**src/rtl/bcs_pkg.sv**
```systemverilog
package bcs_pkg;

    localparam int DIV_W = 2;

    typedef enum logic [1:0] {
        PH_RESET = 2'b00,
        PH_STAB  = 2'b01,
        PH_LOCK  = 2'b10,
        PH_RUN   = 2'b11
    } phase_e;

    // Divide code used right after bring-up: oscillator / 8
    localparam logic [DIV_W-1:0] DIV_CODE_BY8 = 2'b11;

endpackage

```
**src/rtl/bcs_rst_sync.sv**
```systemverilog
module bcs_rst_sync #(
    parameter int STAGES = 2
) (
    input  logic clk,
    input  logic arst_n,
    output logic rst_n_o
);
    logic [STAGES-1:0] chain_d;
    logic [STAGES-1:0] chain_q;

    // Assert asynchronously, release through STAGES flops
    always_comb begin
        chain_d = {chain_q[STAGES-2:0], 1'b1};
    end

    always_ff @(posedge clk or negedge arst_n) begin
        if (!arst_n) chain_q <= '0;
        else         chain_q <= chain_d;
    end

    assign rst_n_o = chain_q[STAGES-1];

    // a released output can only follow a released first stage
    assert_sync_order_R1: assert property (@(posedge clk) disable iff (!arst_n)
        $rose(rst_n_o) |-> $past(chain_q[0]));
endmodule

```
**src/rtl/bcs_phase_fsm.sv**
```systemverilog
module bcs_phase_fsm
    import bcs_pkg::*;
#(
    parameter int SEL_W         = 2,
    parameter int STAB_MIN_LOG2 = 12,
    parameter int LOCK_LOG2     = 15
) (
    input  logic             clk,
    input  logic             rst_n,
    input  logic [SEL_W-1:0] stab_sel,
    output phase_e           phase_o,
    output logic             pll_stop_o,
    output logic             cpu_rst_n_o
);
    localparam int STAB_MAX_LOG2 = STAB_MIN_LOG2 + (1 << SEL_W) - 1;
    localparam int CNT_W = ((STAB_MAX_LOG2 > LOCK_LOG2) ? STAB_MAX_LOG2 : LOCK_LOG2) + 1;
    localparam logic [CNT_W-1:0] CNT_ONE   = CNT_W'(1);
    localparam logic [CNT_W-1:0] LOCK_LAST = (CNT_ONE << LOCK_LOG2) - CNT_ONE;

    typedef struct packed {
        phase_e           phase;
        logic [CNT_W-1:0] cnt;
        logic [SEL_W-1:0] sel;
        logic             pll_stop;
        logic             cpu_rst_n;
    } fsm_t;

    localparam fsm_t FSM_RESET = '{
        phase:     PH_RESET,
        cnt:       '0,
        sel:       '0,
        pll_stop:  1'b1,
        cpu_rst_n: 1'b0
    };

    fsm_t st_d;
    fsm_t st_q;

    function automatic logic [CNT_W-1:0] stab_last(input logic [SEL_W-1:0] s);
        return (CNT_ONE << (STAB_MIN_LOG2 + int'(s))) - CNT_ONE;
    endfunction

    always_comb begin
        st_d = st_q;
        unique case (st_q.phase)
            PH_RESET: begin
                st_d.phase = PH_STAB;
                st_d.cnt   = '0;
                st_d.sel   = stab_sel;
            end
            PH_STAB: begin
                if (st_q.cnt == stab_last(st_q.sel)) begin
                    st_d.phase = PH_LOCK;
                    st_d.cnt   = '0;
                end else begin
                    st_d.cnt = st_q.cnt + CNT_ONE;
                end
            end
            PH_LOCK: begin
                if (st_q.cnt == LOCK_LAST) begin
                    st_d.phase = PH_RUN;
                    st_d.cnt   = '0;
                end else begin
                    st_d.cnt = st_q.cnt + CNT_ONE;
                end
            end
            PH_RUN: begin
                st_d.cnt = '0;
            end
            default: st_d = FSM_RESET;
        endcase
        // Control outputs are registered from the next phase: no decode glitches
        st_d.pll_stop  = (st_d.phase == PH_RESET) || (st_d.phase == PH_STAB);
        st_d.cpu_rst_n = (st_d.phase == PH_RUN);
    end

    always_ff @(posedge clk or negedge rst_n) begin
        if (!rst_n) st_q <= FSM_RESET;
        else        st_q <= st_d;
    end

    assign phase_o     = st_q.phase;
    assign pll_stop_o  = st_q.pll_stop;
    assign cpu_rst_n_o = st_q.cpu_rst_n;

    // phase only steps forward by one
    assert_phase_order_R11: assert property (@(posedge clk) disable iff (!rst_n)
        (st_q.phase != $past(st_q.phase)) |-> (st_q.phase == phase_e'($past(st_q.phase) + 2'd1)));

    // run phase is terminal until reset
    assert_run_hold_R11: assert property (@(posedge clk) disable iff (!rst_n)
        (st_q.phase == PH_RUN) |=> (st_q.phase == PH_RUN));

    // shared counter reads zero once running
    assert_cnt_clear_R4: assert property (@(posedge clk) disable iff (!rst_n)
        (st_q.phase == PH_RUN) |-> (st_q.cnt == '0));

    // captured select does not move during stabilization
    assert_sel_stable_R2: assert property (@(posedge clk) disable iff (!rst_n)
        (st_q.phase == PH_STAB && $past(st_q.phase) == PH_STAB) |-> $stable(st_q.sel));

    // PLL held stopped while stabilizing
    assert_pll_stopped_R2: assert property (@(posedge clk) disable iff (!rst_n)
        (st_q.phase == PH_STAB) |-> st_q.pll_stop);

    // lock count never runs past its limit
    assert_lock_bound_R3: assert property (@(posedge clk) disable iff (!rst_n)
        (st_q.phase == PH_LOCK) |-> (st_q.cnt <= LOCK_LAST && !st_q.cpu_rst_n));
endmodule

```
**src/rtl/bcs_clk_ctrl.sv**
```systemverilog
module bcs_clk_ctrl
    import bcs_pkg::*;
(
    input  logic             clk,
    input  logic             rst_n,
    input  logic             run_i,
    input  logic             pll_req_i,
    input  logic             div_wr_i,
    input  logic [DIV_W-1:0] div_val_i,
    output logic             pll_sel_o,
    output logic [DIV_W-1:0] div_sel_o,
    output logic             div_err_o
);
    typedef struct packed {
        logic             pll_sel;
        logic [DIV_W-1:0] div;
        logic             err;
    } ctl_t;

    localparam ctl_t CTL_RESET = '{pll_sel: 1'b0, div: DIV_CODE_BY8, err: 1'b0};

    ctl_t ctl_d;
    ctl_t ctl_q;

    always_comb begin
        ctl_d = ctl_q;
        if (run_i) begin
            if (div_wr_i) begin
                if (ctl_q.pll_sel) ctl_d.err = 1'b1;   // divider frozen in PLL mode
                else               ctl_d.div = div_val_i;
            end
            if (pll_req_i) ctl_d.pll_sel = 1'b1;
        end
    end

    always_ff @(posedge clk or negedge rst_n) begin
        if (!rst_n) ctl_q <= CTL_RESET;
        else        ctl_q <= ctl_d;
    end

    assign pll_sel_o = ctl_q.pll_sel;
    assign div_sel_o = ctl_q.div;
    assign div_err_o = ctl_q.err;

    // divider frozen once PLL is selected
    assert_div_frozen_R8: assert property (@(posedge clk) disable iff (!rst_n)
        ctl_q.pll_sel |=> $stable(ctl_q.div));

    // error flag is sticky
    assert_err_sticky_R8: assert property (@(posedge clk) disable iff (!rst_n)
        ctl_q.err |=> ctl_q.err);

    // error only exists in PLL mode
    assert_err_needs_pll_R8: assert property (@(posedge clk) disable iff (!rst_n)
        ctl_q.err |-> ctl_q.pll_sel);

    // PLL selection only taken up while running
    assert_pll_only_run_R7: assert property (@(posedge clk) disable iff (!rst_n)
        $rose(ctl_q.pll_sel) |-> $past(run_i));

    // PLL selection kept until reset
    assert_pll_hold_R7: assert property (@(posedge clk) disable iff (!rst_n)
        ctl_q.pll_sel |=> ctl_q.pll_sel);
endmodule

```
**src/rtl/boot_clock_sequencer.sv**
```systemverilog
module boot_clock_sequencer
    import bcs_pkg::*;
#(
    parameter int SEL_W         = 2,
    parameter int STAB_MIN_LOG2 = 12,
    parameter int LOCK_LOG2     = 15
) (
    input  logic             clk_osc,
    input  logic             ext_rst_n,
    input  logic [SEL_W-1:0] stab_sel,
    input  logic             pll_mode_req,
    input  logic             div_wr,
    input  logic [DIV_W-1:0] div_val,
    output logic             pll_stop,
    output logic             cpu_rst_n,
    output logic             clk_sel_pll,
    output logic [DIV_W-1:0] cpu_div_sel,
    output logic             div_err,
    output logic [1:0]       seq_phase
);
    logic   rst_sync_n;
    phase_e phase;

    bcs_rst_sync #(.STAGES(2)) u_sync (
        .clk     (clk_osc),
        .arst_n  (ext_rst_n),
        .rst_n_o (rst_sync_n)
    );

    bcs_phase_fsm #(
        .SEL_W         (SEL_W),
        .STAB_MIN_LOG2 (STAB_MIN_LOG2),
        .LOCK_LOG2     (LOCK_LOG2)
    ) u_fsm (
        .clk         (clk_osc),
        .rst_n       (rst_sync_n),
        .stab_sel    (stab_sel),
        .phase_o     (phase),
        .pll_stop_o  (pll_stop),
        .cpu_rst_n_o (cpu_rst_n)
    );

    bcs_clk_ctrl u_clk (
        .clk       (clk_osc),
        .rst_n     (rst_sync_n),
        .run_i     (cpu_rst_n),
        .pll_req_i (pll_mode_req),
        .div_wr_i  (div_wr),
        .div_val_i (div_val),
        .pll_sel_o (clk_sel_pll),
        .div_sel_o (cpu_div_sel),
        .div_err_o (div_err)
    );

    assign seq_phase = phase;

    // processor never leaves reset with the PLL stopped
    assert_run_pll_on_R4: assert property (@(posedge clk_osc) disable iff (!rst_sync_n)
        cpu_rst_n |-> !pll_stop);

    // no PLL selection while processor is held in reset
    assert_idle_clock_R10: assert property (@(posedge clk_osc) disable iff (!rst_sync_n)
        !cpu_rst_n |-> !clk_sel_pll);
endmodule

```
**config.mk**
```make
export PLATFORM = sky130hd
export DESIGN_NAME = boot_clock_sequencer
export DESIGN_NICKNAME = d
export VERILOG_FILES = /design/src/rtl/bcs_pkg.sv /design/src/rtl/bcs_rst_sync.sv /design/src/rtl/bcs_phase_fsm.sv /design/src/rtl/bcs_clk_ctrl.sv /design/src/rtl/boot_clock_sequencer.sv
export SDC_FILE = /design/constraint.sdc
export NUM_CORES = 1
export LEC_CHECK = 0
export ABC_AREA = 0
export BUFFER_PORTS_ARGS = -buffer_cell sky130_fd_sc_hd__buf_2
export CORE_ASPECT_RATIO = 0.8
export CORE_MARGIN = 1
export CORE_UTILIZATION = 59
export CTS_BUF_LIST = sky130_fd_sc_hd__clkbuf_8
export DETAILED_ROUTE_END_ITERATION = 10
export PLACE_DENSITY = 0.84
export SLEW_MARGIN = 20
export SYNTH_ARGS = -nofsm -noshare
export SYNTH_HDL_FRONTEND = slang
export SYNTH_SLANG_ARGS = --single-unit
```
**constraint.sdc**
```tcl
create_clock -name clk_osc -period 1.2 [get_ports clk_osc]
set_input_delay 0.24 -clock clk_osc [delete_from_list [all_inputs] [get_ports clk_osc]]
set_output_delay 0.24 -clock clk_osc [all_outputs]
set_load 0.02 [all_outputs]
```
==> metrics.yaml, run 1 <==
outcome:
  status: "aborted with a tool error"
  lastStage: "global routing"
  tool.error: "[ERROR DPL-0038] Utilization greater than 100%, impossible to legalize"
logic_synthesis:
  synth_area_sq_um: 1299
  synth-seq-area-share_pct: 54.24
  synthTopCellsByArea: "dfrtp_1 48%, dfstp_2 6.1%, nor2_1 6.1%, xnor2_1 6.1%, xor2_1 4.0%"
  yosysWarnings: 0
  synth-edff-count: 0
  syn_inst: 117
  syn_nets: 126
  ys_ff_latch: 28
  synth_top_area_share_pct: 48.17
  synthArstFlopShare_pct: 100.0
  synth_cell_types: 36
  synth_top_area_cell: "dfrtp_1"
  ys.flop_type: "dfrtp_1"
  synth.avg_cell_area_sq_um: 11.10
timing:
  crit_endpoint: "u_fsm.st_q[12]$_DFF_PN0_/D"
  endpoint_type: "register data pin"
clocking:
  cts-root-buf: "clkbuf_8"
  clk_path_buf_depth: 2
  ctsHtreeMaxLevel: 1
  cts_num_sinks: 28
  cts_buffers: 3
floorplan:
  die_w_um: 54.46
  boundaryPins: 16
  rows: 14
  die_h_um: 43.97
  start_util_pct: 65.61
placed_design:
  post-dp-hpwl_mm: 2.032
  gp_congestion: 0.8489
  io_buffers: 15
  dp_slack_ns: -0.6001
global_routing:
  grt_max_degree: 27
==> through the flow <==
step	instances	utilization, %	area, sq um
floorplan	117	-	1308
global placement	190	84.51	1673
detailed placement	190	84.51	1673
CTS	204	96.59	1912
==> cells by family after synthesis <==
logic type	count (synthesis)	share of synthesized area (%)
buf+inv	7	3.275
mux	4	3.468
simple gates	50	19.56
other cells	1	0.2887
flops	28	54.24
xor+xnor	15	10.12
compound gates	11	8.092
fa+ha+maj	1	0.9632
==> cell usage after synthesis (2+ instances only) <==
library cell and count:
o21a_1 2, nand2_1 6, mux2_2 4, nand4_1 2, nor4_1 4, buf_4 2, dfrtp_1 25, xor2_1 6
inv_1 3, nand3_1 5, nor2_1 21, dfstp_2 3, xnor2_1 9, nor3_1 2, and3_1 2
==> what timing repair did <==
| action | in CTS |
|---|---|
| gates resized for setup | 25 |
| endpoints found under the setup margin | 24 |
| buffers inserted | 9 |
| pin swaps | 7 |
| hold buffers | 1 |
| hold endpoints to repair | 2 |
==> inputs of run 2 (changes only) <==
--- a/config.mk
+++ b/config.mk
@@ -7,12 +7,10 @@
 export LEC_CHECK = 0
 export ABC_AREA = 0
 export BUFFER_PORTS_ARGS = -buffer_cell sky130_fd_sc_hd__buf_2
-export CORE_ASPECT_RATIO = 0.8
-export CORE_MARGIN = 1
-export CORE_UTILIZATION = 59
-export CTS_BUF_LIST = sky130_fd_sc_hd__clkbuf_8
+export CORE_AREA = 2 2 63 65
 export DETAILED_ROUTE_END_ITERATION = 10
-export PLACE_DENSITY = 0.84
+export DIE_AREA = 0 0 65 67
+export PLACE_DENSITY_LB_ADDON = 0.15
 export SLEW_MARGIN = 20
 export SYNTH_ARGS = -nofsm -noshare
 export SYNTH_HDL_FRONTEND = slang
==> run 2 against run 1 <==
  * The flow now finishes, with violations (negative setup slack)
  * Synthesized cell count stayed put
  * Synthesized area stayed put
==> metrics.yaml, run 2 <==
critical_path:
  cp_slowest_stage_delay_ns: 0.39
  worstSetupPathType: "reg2reg"
  crit_path_top_delay_cell: "or3_4"
  cp-start-kind: "register"
  r2r-start: "u_fsm.st_q[5]"
  critPathMaxFanout: 14
  path_cells: "ha_2, inv_2, or3_4, o41ai_4, a32o_2, buf_12, nor2_1"
  critical-path-top-delay-family: "compound AO/OA/AOI/OAI gates"
  cp-end-kind: "register"
  cp.arrival_ns: 1.89
  rr_worst_depth: 7
  path_buf_inv: 2
  startpoint: "u_fsm.st_q[5]"
  cp.required_ns: 1.37
  crit_cells: 7
logic_synthesis:
  synth.avg_cell_area_sq_um: 11.10
  synth_top_area_share_pct: 48.17
  synth_top_area_cell: "dfrtp_1"
  synth-edff-count: 0
  ys_ff_latch: 28
  synthArstFlopShare_pct: 100.0
  yosysMostFrequentCell: "dfrtp_1"
  syn_nets: 126
  synth.top_cells.by_count: "25 x dfrtp_1, 21 x nor2_1, 9 x xnor2_1"
  synth_cell_types: 36
  synth-seq-area-share_pct: 54.24
  synthTopCellsByArea: "dfrtp_1 48%, dfstp_2 6.1%, nor2_1 6.1%, xnor2_1 6.1%, xor2_1 4.0%"
  synth_area_sq_um: 1299
  syn_inst: 117
  ys.flop_type: "dfrtp_1"
  yosysWarnings: 0
clocking:
  cts_buffers: 3
  clk_path_buf_depth: 2
  cts_tree: "done"
  ctsHtreeMaxLevel: 1
  clk_pin_slew_ns: 0.09
  cts-root-buf: "clkbuf_8"
  cts_num_sinks: 28
  clock_latency_ns: 0.27
timing:
  final.setup.worst_slack_ns: -0.5285
  fin_skew_ns: 0.004146
  max_freq_ghz: 0.5786
  hold_violations: 0
  slew_violations: 0
  final-setup-viol-count: 20
  hold_ws_ns: 0.1739
  rsz0062_at_grt: "true"
  fin_crit_sh_pct: 144.0
  finalCriticalPeriod_ns: 1.728
  setup_tns_ns: -9.489
cells_and_area:
  syn2layout_area_growth_pct: 50.19
  fillers: 321
  final-seq-area_sq_um: 704.4
  mostFrequentLayoutCell: "buf_4"
  n_antenna_cell: 0
  layout-drive-gt1-share_pct: 49.43
  nets: 186
  utilization_pct: 54.09
  design_area_sq_um: 1951
  layout.cells.non_filler: 224
  top_register: "u_fsm.st_q"
  mostFrequentLayoutCells: "38 x buf_4, 25 x dfrtp_1, 20 x nor2_1"
  multi_input_area_sq_um: 628.1
  largest_reg_flops: 18
global_routing:
  grt-ovfl-total: 0
  grtUsageTotal_pct: 13.07
  grt_antenna_before_repair: 0
  grt_pass1_vias: 1045
  grt_pass1_wl_mm: 4.443
  grt_max_degree: 27
floorplan:
  die-area_sq_um: 4355
  boundaryPins: 16
  die_h_um: 67
  die_w_um: 65
  start_util_pct: 36.02
  rows: 22
  coreArea_sq_um: 3606
hold_path:
  min_from: "pll_mode_req"
  hold_path_class: "in2reg"
  whs_path_depth: 2
placed_design:
  post-dp-hpwl_mm: 1.912
  gp_congestion: 0.7681
  place_area_sq_um: 1673
  io_buffers: 15
  dp_slack_ns: -0.5737
  dp.cells: 210
detailed_routing:
  wirelength_mm: 2.647
  via_per_inst: 4.616
  drc: 0
  drt-initial-drc-count: 32
  drt-pass1-iter-count: 4
  ant_nets: 0
  wl_per_cell_um: 11.82
  via_count: 1034
power:
  power_density_nw_per_um2: 894.9
  vdd_ir_drop_max_uv: 423.8
  leakage_nw: 0.9315
  finalPower_mw: 1.746
outcome:
  status: "finished with violations"
  violations: "negative setup slack"
job:
  max-cap-violations: 0
==> run 2: cell counts after synthesis <==
No cell type changed its count.
==> run 2: cell type report <==
class	instances	share of cell area (%)
multi-input combinational	82	32.20
sequential	28	36.11
timing repair buffer	59	24.37
inverter	3	0.5773
tap	48	3.079
clock inverter	1	1.539
clock buffer	3	2.117
==> run 2: final timing paths <==
check	to	slack, ns
max	u_fsm.st_q[8]	-0.53
min	u_clk.pll_sel_o	0.17
max reg2reg	u_fsm.st_q[8]	-0.53
min reg2reg	u_fsm.st_q[4]	0.24
max in group asynchronous	u_fsm.pll_stop_o	0.66
min in group asynchronous	u_fsm.st_q[4]	0.24
==> run 2: kinds of logic after synthesis <==
kind of cell	synth area share [%]
other	0.2887
adder cells (fa/ha/maj)	0.9632
AO/OA/AOI/OAI	8.092
flip-flops	54.24
AND/OR/NAND/NOR	19.56
multiplexers	3.468
buffers and inverters	3.275
XOR/XNOR	10.12
==> run 2: repair_timing <==
| item | CTS | global route |
|---|---|---|
| pin swaps | 3 | 0 |
| gates resized for setup | 17 | 11 |
| endpoints found under the hold margin | 2 | 0 |
| cloned | 0 | 0 |
| endpoints found under the setup margin | 25 | 27 |
| hold buffers | 1 | 0 |
| setup buffers | 7 | 4 |
==> run 2: where the power goes <==
| group | total (mW) | switching [mW] | internal (mW) |
|---|---|---|---|
| Combinational | 0.0563 | 0.0312 | 0.0251 |
| Sequential | 0.954 | 0.00401 | 0.950 |
| Clock | 0.735 | 0.289 | 0.446 |
==> run 2: layer usage <==
| metal | track usage, % | wire length [um] | vias up |
|---|---|---|---|
| met1 | 15.96 | 1210 | 504 |
| met3 | 1.520 | 93 | 2 |
| met5 | 0 | 0 | - |
| met2 | 23.97 | 1323 | 17 |
| li1 | - | - | 511 |
| met4 | 3.989 | 20 | 0 |
Power figures use the tool's default switching activity.
